### config.mk
export PLATFORM = sky130hd
export DESIGN_NAME = rename_ctl
export DESIGN_NICKNAME = d
export VERILOG_FILES = /design/src/rtl/rn_pkg.sv /design/src/rtl/rn_skid_fifo.sv /design/src/rtl/rn_room_check.sv /design/src/rtl/rename_ctl.sv
export SDC_FILE = /design/constraint.sdc
export NUM_CORES = 1
export LEC_CHECK = 0
export ABC_AREA = 1
export ABC_CLOCK_PERIOD_IN_PS = 3900
export BUFFER_PORTS_ARGS = -buffer_cell sky130_fd_sc_hd__buf_4
export CELL_PAD_IN_SITES_DETAIL_PLACEMENT = 1
export CELL_PAD_IN_SITES_GLOBAL_PLACEMENT = 1
export CORE_MARGIN = 3
export CORE_UTILIZATION = 39
export DETAILED_ROUTE_END_ITERATION = 8
export PLACE_DENSITY_LB_ADDON = 0.1
export SLEW_MARGIN = 10
export SYNTH_ARGS = -nofsm -noshare
export SYNTH_HDL_FRONTEND = slang
export SYNTH_SLANG_ARGS = --single-unit
### constraint.sdc
create_clock -name clk -period 3.9 [get_ports clk]
set_clock_uncertainty 0.2 [all_clocks]
set_input_delay 0.78 -clock clk [delete_from_list [all_inputs] [get_ports clk]]
set_output_delay 0.78 -clock clk [all_outputs]
set_load 0.01 [all_outputs]
### src/rtl/rn_pkg.sv
package rn_pkg;

    typedef enum logic [2:0] {
        RS_RUN      = 3'd0,
        RS_IDLE     = 3'd1,
        RS_SQ_START = 3'd2,
        RS_SQ_BUSY  = 3'd3,
        RS_BLOCK    = 3'd4,
        RS_UNBLOCK  = 3'd5,
        RS_SER_WAIT = 3'd6
    } rn_state_e;

    typedef enum logic [1:0] {
        FS_ROB  = 2'd0,
        FS_IQ   = 2'd1,
        FS_LSQ  = 2'd2,
        FS_NONE = 2'd3
    } full_src_e;

endpackage

### src/rtl/rn_skid_fifo.sv
module rn_skid_fifo #(
    parameter int DEPTH = 4,
    parameter int DW    = 10,
    parameter int CW    = $clog2(DEPTH + 1)
) (
    input  logic          clk,
    input  logic          rst_n,
    input  logic          clr,
    input  logic          push,
    input  logic          pop,
    input  logic [DW-1:0] din,
    output logic [DW-1:0] dout,
    output logic [CW-1:0] count,
    output logic          empty,
    output logic          full
);
    localparam int PW = (DEPTH > 1) ? $clog2(DEPTH) : 1;

    logic [DW-1:0] mem_d [DEPTH];
    logic [DW-1:0] mem_q [DEPTH];
    logic [PW-1:0] rd_d, rd_q, wr_d, wr_q;
    logic [CW-1:0] cnt_d, cnt_q;
    logic          do_push, do_pop;

    function automatic logic [PW-1:0] ptr_inc(input logic [PW-1:0] p);
        return (p == PW'(DEPTH - 1)) ? '0 : p + 1'b1;
    endfunction

    assign empty = (cnt_q == '0);
    assign full  = (cnt_q == CW'(DEPTH));
    assign count = cnt_q;
    assign dout  = mem_q[rd_q];

    always_comb begin
        mem_d   = mem_q;
        rd_d    = rd_q;
        wr_d    = wr_q;
        cnt_d   = cnt_q;
        do_pop  = pop && !empty && !clr;
        do_push = push && !clr && (!full || do_pop);
        if (clr) begin
            rd_d  = '0;
            wr_d  = '0;
            cnt_d = '0;
        end else begin
            if (do_pop) begin
                rd_d = ptr_inc(rd_q);
            end
            if (do_push) begin
                mem_d[wr_q] = din;
                wr_d        = ptr_inc(wr_q);
            end
            cnt_d = cnt_q + CW'(do_push) - CW'(do_pop);
        end
    end

    always_ff @(posedge clk) begin
        if (!rst_n) begin
            rd_q  <= '0;
            wr_q  <= '0;
            cnt_q <= '0;
        end else begin
            rd_q  <= rd_d;
            wr_q  <= wr_d;
            cnt_q <= cnt_d;
        end
    end

    always_ff @(posedge clk) begin
        mem_q <= mem_d;
    end

endmodule

### src/rtl/rn_room_check.sv
module rn_room_check
    import rn_pkg::*;
#(
    parameter int CNT_W = 6
) (
    input  logic [CNT_W-1:0] rob_free,
    input  logic [CNT_W-1:0] iq_free,
    input  logic [CNT_W-1:0] lsq_free,
    input  logic [CNT_W-1:0] inflight,
    output full_src_e        src
);
    localparam int NRES = 3;

    logic [CNT_W-1:0] raw  [NRES];
    logic [NRES-1:0]  gone;

    assign raw[0] = rob_free;
    assign raw[1] = iq_free;
    assign raw[2] = lsq_free;

    for (genvar i = 0; i < NRES; i++) begin : g_res
        assign gone[i] = (raw[i] <= inflight);
    end

    always_comb begin
        if (gone[0])      src = FS_ROB;
        else if (gone[1]) src = FS_IQ;
        else if (gone[2]) src = FS_LSQ;
        else              src = FS_NONE;
    end

endmodule

### src/rtl/rename_ctl.sv
module rename_ctl
    import rn_pkg::*;
#(
    parameter int MAX_WIDTH = 2,
    parameter int DEC_DELAY = 2,
    parameter int TAG_W     = 8,
    parameter int CNT_W     = 6
) (
    input  logic             clk,
    input  logic             rst_n,
    input  logic             dec_valid,
    input  logic [TAG_W-1:0] dec_tag,
    input  logic             dec_ser_before,
    input  logic             dec_ser_after,
    input  logic [CNT_W-1:0] rob_free,
    input  logic [CNT_W-1:0] iq_free,
    input  logic [CNT_W-1:0] lsq_free,
    input  logic             rob_empty,
    input  logic             exe_stall,
    input  logic             cmt_stall,
    input  logic             sent_ack,
    input  logic             squash_req,
    output logic             out_valid,
    output logic [TAG_W-1:0] out_tag,
    output logic             out_serial,
    output logic             block_to_dec,
    output logic [1:0]       full_src,
    output logic [2:0]       state,
    output logic             squash_vld,
    output logic [CNT_W-1:0] squash_cnt
);
    localparam int SKID_DEPTH = MAX_WIDTH * DEC_DELAY;
    localparam int SCW        = $clog2(SKID_DEPTH + 1);
    localparam int DW         = TAG_W + 2;

    typedef struct packed {
        rn_state_e        state;
        logic [CNT_W-1:0] inflight;
        logic             pending;
        logic             out_valid;
        logic [TAG_W-1:0] out_tag;
        logic             out_serial;
        logic             sq_vld;
        logic [CNT_W-1:0] sq_cnt;
    } ctl_t;

    ctl_t d, q;

    logic             skid_push, skid_pop, skid_clr, skid_empty, skid_full;
    logic [SCW-1:0]   skid_cnt, skid_next;
    logic [DW-1:0]    skid_dout;
    full_src_e        fsrc;
    logic             cand_vld, cand_from_skid, cand_sb, cand_sa, cand_ser;
    logic [TAG_W-1:0] cand_tag;
    logic             ext_stall, res_stall, ser_wait, active, issue;
    logic [CNT_W-1:0] infl_tmp;

    rn_skid_fifo #(.DEPTH(SKID_DEPTH), .DW(DW), .CW(SCW)) u_skid (
        .clk   (clk),
        .rst_n (rst_n),
        .clr   (skid_clr),
        .push  (skid_push),
        .pop   (skid_pop),
        .din   ({dec_ser_before, dec_ser_after, dec_tag}),
        .dout  (skid_dout),
        .count (skid_cnt),
        .empty (skid_empty),
        .full  (skid_full)
    );

    rn_room_check #(.CNT_W(CNT_W)) u_room (
        .rob_free (rob_free),
        .iq_free  (iq_free),
        .lsq_free (lsq_free),
        .inflight (q.inflight),
        .src      (fsrc)
    );

    always_comb begin
        d            = q;
        d.out_valid  = 1'b0;
        d.out_serial = 1'b0;
        d.sq_vld     = 1'b0;

        cand_from_skid = !skid_empty;
        cand_vld       = cand_from_skid || dec_valid;
        {cand_sb, cand_sa, cand_tag} = cand_from_skid ? skid_dout
                                     : {dec_ser_before, dec_ser_after, dec_tag};
        ext_stall = exe_stall || cmt_stall;
        res_stall = cand_vld && (fsrc != FS_NONE);
        cand_ser  = cand_sb || q.pending;
        ser_wait  = cand_vld && cand_ser && !(rob_empty && (q.inflight == '0));
        active    = (q.state == RS_RUN) || (q.state == RS_IDLE) ||
                    (q.state == RS_UNBLOCK) || (q.state == RS_SER_WAIT);
        issue     = active && cand_vld && !ext_stall && !res_stall && !ser_wait;
        skid_clr  = 1'b0;

        if (squash_req || (q.state == RS_SQ_START) || (q.state == RS_SQ_BUSY)) begin
            issue = 1'b0;
        end
        skid_pop  = issue && cand_from_skid;
        skid_push = dec_valid && !(issue && !cand_from_skid);

        infl_tmp = q.inflight + CNT_W'(issue);
        if (sent_ack && (infl_tmp != '0)) begin
            infl_tmp = infl_tmp - 1'b1;
        end
        d.inflight = infl_tmp;

        if (issue) begin
            d.out_valid  = 1'b1;
            d.out_tag    = cand_tag;
            d.out_serial = cand_ser;
            d.pending    = cand_sa;
        end

        if (squash_req) begin
            skid_push  = 1'b0;
            skid_clr   = 1'b1;
            d.state    = RS_SQ_START;
            d.sq_vld   = 1'b1;
            d.sq_cnt   = CNT_W'(skid_cnt) + CNT_W'(dec_valid);
            d.pending  = 1'b0;
            d.inflight = '0;
        end else if (q.state == RS_SQ_START) begin
            skid_push = 1'b0;
            d.state   = RS_SQ_BUSY;
        end else if (q.state == RS_SQ_BUSY) begin
            skid_push = 1'b0;
            d.state   = RS_IDLE;
        end else begin
            if (ext_stall || res_stall)             d.state = RS_BLOCK;
            else if (q.state == RS_BLOCK)           d.state = RS_UNBLOCK;
            else if (ser_wait)                      d.state = RS_SER_WAIT;
            else if (skid_next != '0)               d.state = RS_UNBLOCK;
            else if (q.state == RS_IDLE && !dec_valid) d.state = RS_IDLE;
            else                                    d.state = RS_RUN;
        end
    end

    always_comb begin
        skid_next = skid_cnt;
        if (skid_clr) begin
            skid_next = '0;
        end else begin
            if (skid_pop) skid_next = skid_next - 1'b1;
            if (skid_push && (!skid_full || skid_pop)) skid_next = skid_next + 1'b1;
        end
    end

    always_ff @(posedge clk) begin
        if (!rst_n) begin
            q          <= '0;
            q.state    <= RS_IDLE;
        end else begin
            q <= d;
        end
    end

    assign out_valid    = q.out_valid;
    assign out_tag      = q.out_tag;
    assign out_serial   = q.out_serial;
    assign block_to_dec = (q.state == RS_BLOCK) || (q.state == RS_UNBLOCK) ||
                          (q.state == RS_SER_WAIT);
    assign full_src     = fsrc;
    assign state        = q.state;
    assign squash_vld   = q.sq_vld;
    assign squash_cnt   = q.sq_cnt;

endmodule

Yosys cells after proc, flatten, opt, wreduce, memory -nomap -nowiden
Cells that the tools add are included.
{"block": "totals", "register_bits": 74, "inputBits": 36, "output_inout_bits": 23, "word_cells": 128}
{"block": "op_classes", "n_addsub": 9, "order_cmp": 6, "eq_ne": 10, "muxes": 32, "bitwise_logic": 4, "n_reduce_logical": 51}
{"op": "10-bit 2-to-1 mux", "n": 5}
{"op": "40-bit bitwise mux", "n": 1}
{"op": "3-bit 2-to-1 mux", "n": 8}
{"op": "10-bit binary-select mux with 2-bit select", "n": 1}
{"op": "10-bit demux with 2-bit select", "n": 1}
{"op": "1-bit logical AND", "n": 19}
{"op": "6-bit <= comparator", "n": 3}
{"op": "2-bit 2-to-1 mux", "n": 7}
{"op": "1-bit logical OR", "n": 13}
{"op": "3-bit == test, second input constant", "n": 4}
{"op": "1-bit logical NOT", "n": 9}
{"op": "1-bit 2-to-1 mux", "n": 7}
{"op": "7-bit 2-to-1 mux", "n": 1}
{"op": "6-bit by 1-bit adder with 6-bit output", "n": 1}
{"op": "3-bit by 2-bit == test with 1-bit output, second input constant", "n": 2}
{"op": "3-bit greater-or-equal comparator, second input constant", "n": 2}
{"op": "3-bit logical NOT", "n": 2}
{"op": "6-bit logical NOT", "n": 1}
{"op": "6-bit 2-to-1 mux", "n": 1}
{"op": "2-bit inverter with 3-bit output", "n": 2}
{"op": "6-bit nonzero test", "n": 1}
{"op": "6-bit by 1-bit subtractor with 6-bit output, second input constant", "n": 1}
{"op": "2-bit by 1-bit adder with 2-bit output, second input constant", "n": 2}
{"op": "3-bit by 1-bit adder with 4-bit output", "n": 1}
{"op": "other kinds (13)", "n": 17}

Depth between registers and ports, before layout
Gate-level depths: netlist of the first run.
{"block": "logic_depth", "word_depth": 28, "mapped_depth": 28, "depth_no_buf": 27}

Hierarchy
Synthesis of the first run repeated with hierarchy kept, for this count alone.
{"block": "hier_totals", "hier_cells": 495, "hier_area_um2": 4147.7}
{"module": "rn_skid_fifo", "n_inst": 1, "cells_each": 169, "area_each_um2": 1991.9, "seq_area_each_um2": 1341.3}
{"module": "rename_ctl", "n_inst": 1, "cells_each": 248, "area_each_um2": 1664.1, "seq_area_each_um2": 500.5}
{"module": "rn_room_check", "n_inst": 1, "cells_each": 78, "area_each_um2": 491.7, "seq_area_each_um2": 0.0}

Worst setup path before layout of the first run
OpenSTA, ideal clock, no wires.
{"block": "synth_path", "path_type": "input port to flip-flop", "from": "in iq_free[5]", "to": "reg q[21] in the netlist's numbering", "arrival_ns": 3.712, "required_time_ns": 3.627, "path_slack_ns": -0.086, "stages": 25, "path_cell_list": "ha_1 -> nand2_1 -> nor2_1 -> nand2_1 -> nand3_1 -> nand2_1 -> nor2_2 -> nand2_1 -> nand2_1 -> nand3_2 -> clkbuf_1 -> inv_1 -> ha_1 -> ha_1 -> nand2_1 -> nor2_1 -> xor2_1 -> nand2_1 -> inv_1 -> nand3_1 -> o21a_1 -> nand2_1 -> nor3_1 -> or2_2 -> a21oi_1"}
{"block": "synth_via", "elab_chain_len": 13, "elab_cells_between_ends": 14, "cone_classes": "add/sub: 2; order compare: 1; eq/ne: 1; mux: 4; reduce/logical: 6"}
{"item": "start, declared", "line": "rename_ctl.sv:16", "source": "input logic [CNT_W-1:0] iq_free,"}
{"item": "6-bit <= comparator (*)", "line": "rn_room_check.sv:22", "source": "assign gone[i] = (raw[i] <= inflight);"}
{"item": "2-bit 2-to-1 mux (*)", "line": "rn_room_check.sv:27", "source": "else if (gone[1]) src = FS_IQ;"}
{"item": "2-bit 2-to-1 mux (*)", "line": "rn_room_check.sv:26", "source": "if (gone[0]) src = FS_ROB;"}
{"item": "named net full_src[1]", "line": "rename_ctl.sv:27", "source": "output logic [1:0] full_src,"}
{"item": "2-bit inequality test (*)", "line": "rename_ctl.sv:90", "source": "res_stall = cand_vld && (fsrc != FS_NONE);"}
{"item": "1-bit logical AND (*)", "line": "rename_ctl.sv:90"}
{"item": "1-bit logical NOT (*)", "line": "rename_ctl.sv:95", "source": "issue = active && cand_vld && !ext_stall && !res_stall && !ser_wait;"}
{"item": "1-bit logical AND (*) (2 in a row)", "line": "rename_ctl.sv:95"}
{"item": "1-bit 2-to-1 mux (*)", "line": "rename_ctl.sv:98", "source": "if (squash_req || (q.state == RS_SQ_START) || (q.state == RS_SQ_BUSY)) begin"}
{"item": "6-bit by 1-bit adder with 6-bit output (*)", "line": "rename_ctl.sv:104", "source": "infl_tmp = q.inflight + CNT_W'(issue);"}
{"item": "branches (longest 2 deep; another with 6-bit by 1-bit subtractor with 6-bit output)"}
{"item": "6-bit 2-to-1 mux (*)", "line": "rename_ctl.sv:105", "source": "if (sent_ack && (infl_tmp != '0)) begin"}
{"item": "end, declared", "line": "rename_ctl.sv:47", "source": "ctl_t d, q;"}
Mark *: on every way through the listed nets, which the timed path passes.
A chain may end at the register's enable or synchronous reset.

Worst setup path in the final report of the first run
{"block": "layout_path", "from": "in iq_free[3]", "to": "reg q[21] in the netlist's numbering"}
{"block": "layout_via", "elab_chain_len": 13, "elab_cells_between_ends": 14, "cone_classes": "add/sub: 2; order compare: 1; eq/ne: 1; mux: 4; reduce/logical: 6"}
{"item": "6-bit <= comparator (*)", "line": "rn_room_check.sv:22"}
{"item": "2-bit 2-to-1 mux (*)", "line": "rn_room_check.sv:27"}
{"item": "2-bit 2-to-1 mux (*)", "line": "rn_room_check.sv:26"}
{"item": "2-bit inequality test (*)", "line": "rename_ctl.sv:90"}
{"item": "1-bit logical AND (*)", "line": "rename_ctl.sv:90"}
{"item": "1-bit logical NOT (*)", "line": "rename_ctl.sv:95"}
{"item": "1-bit logical AND (*) (2 in a row)", "line": "rename_ctl.sv:95"}
{"item": "1-bit 2-to-1 mux (*)", "line": "rename_ctl.sv:98"}
{"item": "6-bit by 1-bit adder with 6-bit output (*)", "line": "rename_ctl.sv:104"}
{"item": "branches (longest 2 deep; another with 6-bit by 1-bit subtractor with 6-bit output)"}
{"item": "6-bit 2-to-1 mux (*)", "line": "rename_ctl.sv:105"}
Every way passes the cells marked *.

==> flow_summary_export.csv, run 1 <==
group,metric,value,unit
min_path,hold_path_class,"reg -> reg",
timing,rsz0062_at_grt,"false",
synthesis,syn_avg_cell_area,8.73,um2
timing,fin_crit_sh,92.1,%
detailed_routing,drt_iter0_drc,91,
timing,hold_ws,285,ps
global_route,grt_pass1_wl,16300,um
detailed_routing,dr.pass1.iters,4,
pwr,ir_drop,174,uV
synthesis,ys_ff_latch,72,
job,max_cap_violations,0,
floorplanning,die_w,106,um
synthesis,ys_seq_area_share,46.8,%
timing,slew_violations,0,
detailed_routing,ant_nets,0,
cts,clockRootBuffer,"clkbuf_8",
synthesis,synthCells,451,
cells_and_area,drive_gt1_share,26.0,%
global_route,gr-usage-all-layers,18.3,%
global_route,grt_max_degree,22,
detailed_routing,avgRoutedWirePerCell,15.0,um
cts,cts_tree,"done",
floorplanning,core,9770,um2
global_route,grt_pass1_vias,3332,
setup_path,cp-end-kind,"flop",
floorplanning,pin_count,59,
cts,cts_made_buffers,9,
cts,max-clock-path-buffers,2,
timing,fmax,278,MHz
cells_and_area,final_common_cell,"nand2_1",
setup_path,worst-setup-path-type,"in -> reg",
setup_path,startpoint_type,"input port",
timing,worst_pin_slew,575,ps
detailed_routing,vias_per_cell,4.88,
cts,cts.reportedPaths.clkPinSlew,90,ps
timing,finalCriticalPeriod,3590,ps
synthesis,yosysUniqueCellTypes,39,
place,port_buffers,56,
place,dp.cells,640,
pwr,p_leak,2.15,nW
cts,hold_buffers,0,
timing,slew_headroom,61.6,%
timing,finalHoldViolCount,0,
cts,clock_latency,350,ps
cells_and_area,fin_nets,591,
setup_path,worstPathRequired,3990,ps
place,place_congestion,0.784,
synthesis,yosys_warnings,0,
timing,setup_violations,0,
floorplanning,rows,36,
place,hpwl,7270,um
cts,cts-htree-levels,3,
setup_path,cp_max_fo,4,
floorplanning,dieArea,11300,um2
global_route,grt_overflow_total,0,
cells_and_area,fin_cells,657,
synthesis,syn_area,3940,um2
cts,cts.sinks,72,
floorplanning,start_util,40.3,%
run_status,outcome,"completed",
detailed_routing,num_vias,3206,
cells_and_area,final_cell_mix,"nand2_1 (108), buf_4 (82), inv_1 (50), edfxtp_1 (40), nor2_1 (33)",
detailed_routing,drt_wl_total,9870,um
global_route,grt_antenna_before_repair,0,
pwr,p_per_area,359,nW/um2
cells_and_area,fillerInstances,1198,
cells_and_area,layout-area-overhead-vs-synth,22.7,%
cells_and_area,diodes,0,
setup_path,critPathArrivalTime,3680,ps
detailed_routing,drc,0,
floorplanning,die_h,106,um
==> power by group <==
part | leakage (nW) | internal (mW) | total (mW) | switching (mW)
registers | 0.623 | 0.818 | 0.831 | 0.0129
clock network | 0.102 | 0.303 | 0.622 | 0.318
logic | 1.43 | 0.128 | 0.279 | 0.152
==> worst max-delay path, stage by stage <==
cell	delay, ps
buf_4	110
ha_1	280
nand2_1	90
nor2_2	130
nand2_1	60
nand3_1	60
nand2_1	90
nor2_2	110
nand2_1	90
nand2_2	90
nand3_2	90
inv_4	70
ha_4	140
ha_4	140
nand2_2	60
nor2_2	150
xor2_2	160
nand2_1	60
inv_1	70
nand3_1	70
o21a_1	210
nand2_1	100
nor3_2	70
or2_2	270
a21oi_1	130
==> Yosys cell counts <==
| cell type | number | area share, % |
|---|---|---|
| o22ai_1 | 2 | 0.32 |
| buf_1 | 1 | 0.095 |
| fa_1 | 1 | 0.51 |
| a41oi_1 | 1 | 0.22 |
| ha_1 | 35 | 11 |
| dfxtp_1 | 32 | 16 |
| and3_1 | 1 | 0.16 |
| nand4_1 | 5 | 0.79 |
| a21oi_1 | 23 | 2.9 |
| o21bai_1 | 1 | 0.19 |
| nor2_4 | 1 | 0.29 |
| xor2_1 | 4 | 0.89 |
| inv_2 | 6 | 0.57 |
| edfxtp_1 | 40 | 31 |
| clkinv_1 | 3 | 0.29 |
| a32oi_1 | 7 | 1.6 |
| buf_4 | 17 | 3.2 |
| xnor2_1 | 2 | 0.45 |
| nor3b_1 | 1 | 0.19 |
| a211oi_1 | 1 | 0.19 |
| conb_1 | 1 | 0.095 |
| o21ai_0 | 12 | 1.5 |
| a21oi_2 | 1 | 0.22 |
| nor2_1 | 36 | 3.4 |
| nand2_1 | 110 | 10 |
| inv_1 | 53 | 5.1 |
| clkbuf_1 | 6 | 0.57 |
| nor3_1 | 4 | 0.51 |
| buf_6 | 2 | 0.57 |
| a22o_1 | 2 | 0.45 |
| o21a_1 | 1 | 0.19 |
| a32o_1 | 1 | 0.25 |
| nand3_1 | 13 | 1.7 |
| nand2_2 | 7 | 1.1 |
| a31oi_1 | 10 | 1.6 |
| nand3_2 | 3 | 0.76 |
| or2_2 | 2 | 0.32 |
| o21ai_1 | 2 | 0.25 |
| nor2_2 | 1 | 0.16 |
==> area by class of cell <==
type | instances | area (um2) | share of cell area (%)
inverter | 62 | 235 | 4.87
tap | 133 | 166 | 3.44
multi-input combinational | 292 | 1760 | 36.5
timing repair buffer | 82 | 616 | 12.7
clock buffer | 9 | 124 | 2.56
clock inverter | 7 | 80.1 | 1.66
sequential | 72 | 1850 | 38.2
==> through the flow <==
step / instance area, um2 / power (mW) / utilization (%) / setup TNS [ps] / setup WS, ps
after floorplan: 4020 / 1.01 / - / 0 / 2.09
after global placement: 4600 / 1.12 / 47.1 / 0 / 3.74
after detailed placement: 4600 / 1.13 / 47.1 / -254 / -125
after CTS: 4810 / 1.75 / 49.2 / 0 / 188
after global routing: 4830 / 1.83 / 49.4 / 0 / 2.98
final: 4830 / 1.73 / 49.4 / 0 / 309
==> final timing paths <==
kind	from	to	slack (ps)	depth (start not counted)
setup / recovery	iq_free[3]	q[21]$_SDFF_PP0_	310	25
hold / removal	squash_cnt[1]$_SDFFE_PN0P_	squash_cnt[1]$_SDFFE_PN0P_	290	1
setup reg to reg	q[23]$_SDFF_PP0_	q[21]$_SDFF_PP0_	360	25
hold reg to reg	squash_cnt[1]$_SDFFE_PN0P_	squash_cnt[1]$_SDFFE_PN0P_	290	1
==> cell families after synthesis <==
logic type,after synthesis,synth area share (%)
buffers and inverters,88,10.4
flip-flops,72,46.8
AND/OR/NAND/NOR,184,19.9
other,1,0.0953
XOR/XNOR,6,1.34
AO/OA/AOI/OAI,64,9.89
adder cells (fa/ha/maj),36,11.6
==> registers in the layout (all words and copies together), names as in the netlist <==
name	count
out_serial	1
q	7
squash_vld	1
u_skid.count	3
u_skid.mem_q	40
squash_cnt	4
out_tag	8
out_valid	1
state	3
u_skid.rd_q	2
u_skid.wr_q	2
==> layer usage <==
metal	global-route usage, %	part of all wire (%)
met4	4.47	0.78
met3	4.43	3.2
met5	0	0
met1	24.5	49
met2	30.1	48
==> timing repair <==
action                     4_1_cts  5_1_grt
buffers inserted                 0        1
setup endpoints to repair        0        6
gates resized for setup          0        8
(Power assumes the default switching activity.)
==> run 2, diff against run 1 <==
--- a/config.mk
+++ b/config.mk
@@ -11,7 +11,8 @@
 export CELL_PAD_IN_SITES_DETAIL_PLACEMENT = 1
 export CELL_PAD_IN_SITES_GLOBAL_PLACEMENT = 1
 export CORE_MARGIN = 3
-export CORE_UTILIZATION = 39
+export CORE_UTILIZATION = 40
+export CTS_BUF_LIST = sky130_fd_sc_hd__clkbuf_4
 export DETAILED_ROUTE_END_ITERATION = 8
 export PLACE_DENSITY_LB_ADDON = 0.1
 export SLEW_MARGIN = 10
==> run 2 against run 1 <==
Compared with the run above:
- sequential cell count did not move
- non-clock buffer count did not move
- global-route usage rose by 0.93 points
- critical path depth did not move
- first-iteration DRC count fell by 12%
- core utilization rose by 1.2 points
- register-to-register slack barely moved
- combinational power barely moved
- largest cell class unchanged
==> flow_summary_export.csv, run 2 (same netlist as run 1, synthesis figures left out) <==
group,metric,value,unit
global_route,gr-usage-all-layers,19.3,%
pwr,p_int,1.15,mW
floorplanning,start_util,41.8,%
setup_path,startpoint_type,"flop",
timing,worst_pin_slew,511,ps
global_route,grt_antenna_before_repair,0,
detailed_routing,ant_nets,0,
pwr,seqPwrFrac,51.6,%
global_route,grt_pass1_wl,16800,um
detailed_routing,drt_wl_total,10000,um
floorplanning,rows,35,
cells_and_area,layout-area-overhead-vs-synth,21.2,%
job,max_cap_violations,0,
detailed_routing,num_vias,3226,
cells_and_area,largest_reg_flops,40,
place,place_congestion,0.792,
floorplanning,die_w,105,um
cts,clockRootBuffer,"clkbuf_4",
setup_path,worst-setup-path-type,"reg -> reg",
pwr,ir_drop,142,uV
setup_path,critPathArrivalTime,3690,ps
detailed_routing,avgRoutedWirePerCell,15.4,um
cts,cts_tree,"done",
pwr,p_per_area,338,nW/um2
timing,slew_headroom,65.9,%
detailed_routing,dr.pass1.iters,7,
timing,hold_ws,276,ps
global_route,grt_overflow_total,0,
floorplanning,die_h,105,um
cts,hold_buffers,0,
setup_path,cp-end-kind,"flop",
setup_path,cp_max_fo,4,
cells_and_area,fin_nets,591,
place,dpl_cell_area,4610,um2
place,port_buffers,56,
timing,setup_violations,0,
place,hpwl,7500,um
detailed_routing,drc,0,
detailed_routing,drt_iter0_drc,80,
timing,fin_crit_sh,90.7,%
floorplanning,dieArea,11100,um2
timing,slew_violations,0,
floorplanning,core,9420,um2
run_status,outcome,"completed",
timing,finalHoldViolCount,0,
cts,cts-htree-levels,3,
timing,rsz0062_at_grt,"false",
pwr,switching_share,28.5,%
global_route,grt_max_degree,23,
pwr,p_leak,2.13,nW
cts,max-clock-path-buffers,2,
timing,fmax,283,MHz
setup_path,worstPathRequired,4050,ps
floorplanning,pin_count,59,
cells_and_area,drive_gt1_share,26.1,%
pwr,combPwrFrac,17.4,%
detailed_routing,vias_per_cell,4.94,
min_path,hold_path_class,"reg -> reg",
cells_and_area,finalInstanceArea,4770,um2
pwr,p_sw,0.461,mW
cells_and_area,regMostFlops,"u_skid.mem_q",
timing,finalCriticalPeriod,3540,ps
cts,cts.reportedPaths.clkPinSlew,130,ps
cts,cts.sinks,72,
cells_and_area,final_common_cell,"nand2_1",
cts,cts_made_buffers,9,
cells_and_area,diodes,0,
global_route,grt_pass1_vias,3458,
pwr,pwr-share-clk,31.0,%
cells_and_area,final_cell_mix,"nand2_1 (108), buf_4 (82), inv_1 (51), edfxtp_1 (40), nor2_1 (34)",
cts,clock_latency,420,ps
==> run 2: worst paths after layout <==
path | from | endpoint | slack, ps | cells past startpoint
worst min-delay path | squash_cnt[2]$_SDFFE_PN0P_ | squash_cnt[2]$_SDFFE_PN0P_ | 280 | 2
worst max-delay path | q[23]$_SDFF_PP0_ | q[21]$_SDFF_PP0_ | 360 | 25
worst max register to register | q[23]$_SDFF_PP0_ | q[21]$_SDFF_PP0_ | 360 | 25
worst min register to register | squash_cnt[2]$_SDFFE_PN0P_ | squash_cnt[2]$_SDFFE_PN0P_ | 280 | 2
==> run 2: layer usage <==
layer | part of all wire [%] | up-vias | GRT usage [%] | routed length (um)
met5 | 0 | - | 0 | 0
met4 | 1.5 | 0 | 5.90 | 149
met3 | 3.1 | 12 | 4.45 | 311
met2 | 48 | 52 | 32.5 | 4850
met1 | 47 | 1549 | 24.4 | 4730
li1 | - | 1613 | - | -
==> run 2: timing repair <==
| action | in CTS | in global routing |
|---|---|---|
| gates resized for setup | 0 | 10 |
| setup buffers | 0 | 0 |
| setup endpoints to repair | 0 | 3 |
==> run 2: cell type report <==
class | instances | area (um2)
clock buffers | 10 | 75.1
clock inverters | 6 | 67.6
fillers | 1140 | 4640
inverters | 62 | 235
multi-input cells | 292 | 1770
flip-flops and latches | 72 | 1850
well taps | 129 | 161
repair buffers | 82 | 616
==> run 2: worst max-delay path: stages (launching register included) <==
cell and delay (ps):
dfxtp_2 370, inv_1 110, ha_4 280, nand2_1 60, nor2_1 120, nand2_1 60
nand3_1 60, nand2_1 90, nor2_2 150, nand2_1 90, nand2_2 90, nand3_2 90
inv_4 70, ha_4 140, ha_4 130, nand2_2 70, nor2_4 120, xor2_2 170
nand2_1 70, inv_1 70, nand3_1 60, o21a_1 200, nand2_1 100, nor3_2 70
or2_2 270, a21oi_1 140
==> run 2: metrics by stage <==
stage,util (%),std cells,power (mW),setup slack (ps),TNS (ps)
finish,50.7,653,1.61,363,0
global route,50.7,653,1.70,23.3,0
CTS,50.4,653,1.63,185,0
detailed placement,48.9,637,1.13,-155,-304
global placement,48.9,637,1.12,1.57,0
floorplan,-,452,1.01,2.09,0
==> run 2: power by group through the flow <==
| stage | Sequential [mW] | Clock [mW] | Combinational [mW] |
|---|---|---|---|
| CTS | 0.832 | 0.513 | 0.284 |
| floorplan | 0.846 | 0 | 0.161 |
| finish | 0.833 | 0.501 | 0.281 |
| global route | 0.835 | 0.550 | 0.319 |
| detailed placement | 0.849 | 0 | 0.282 |
| global placement | 0.848 | 0 | 0.271 |
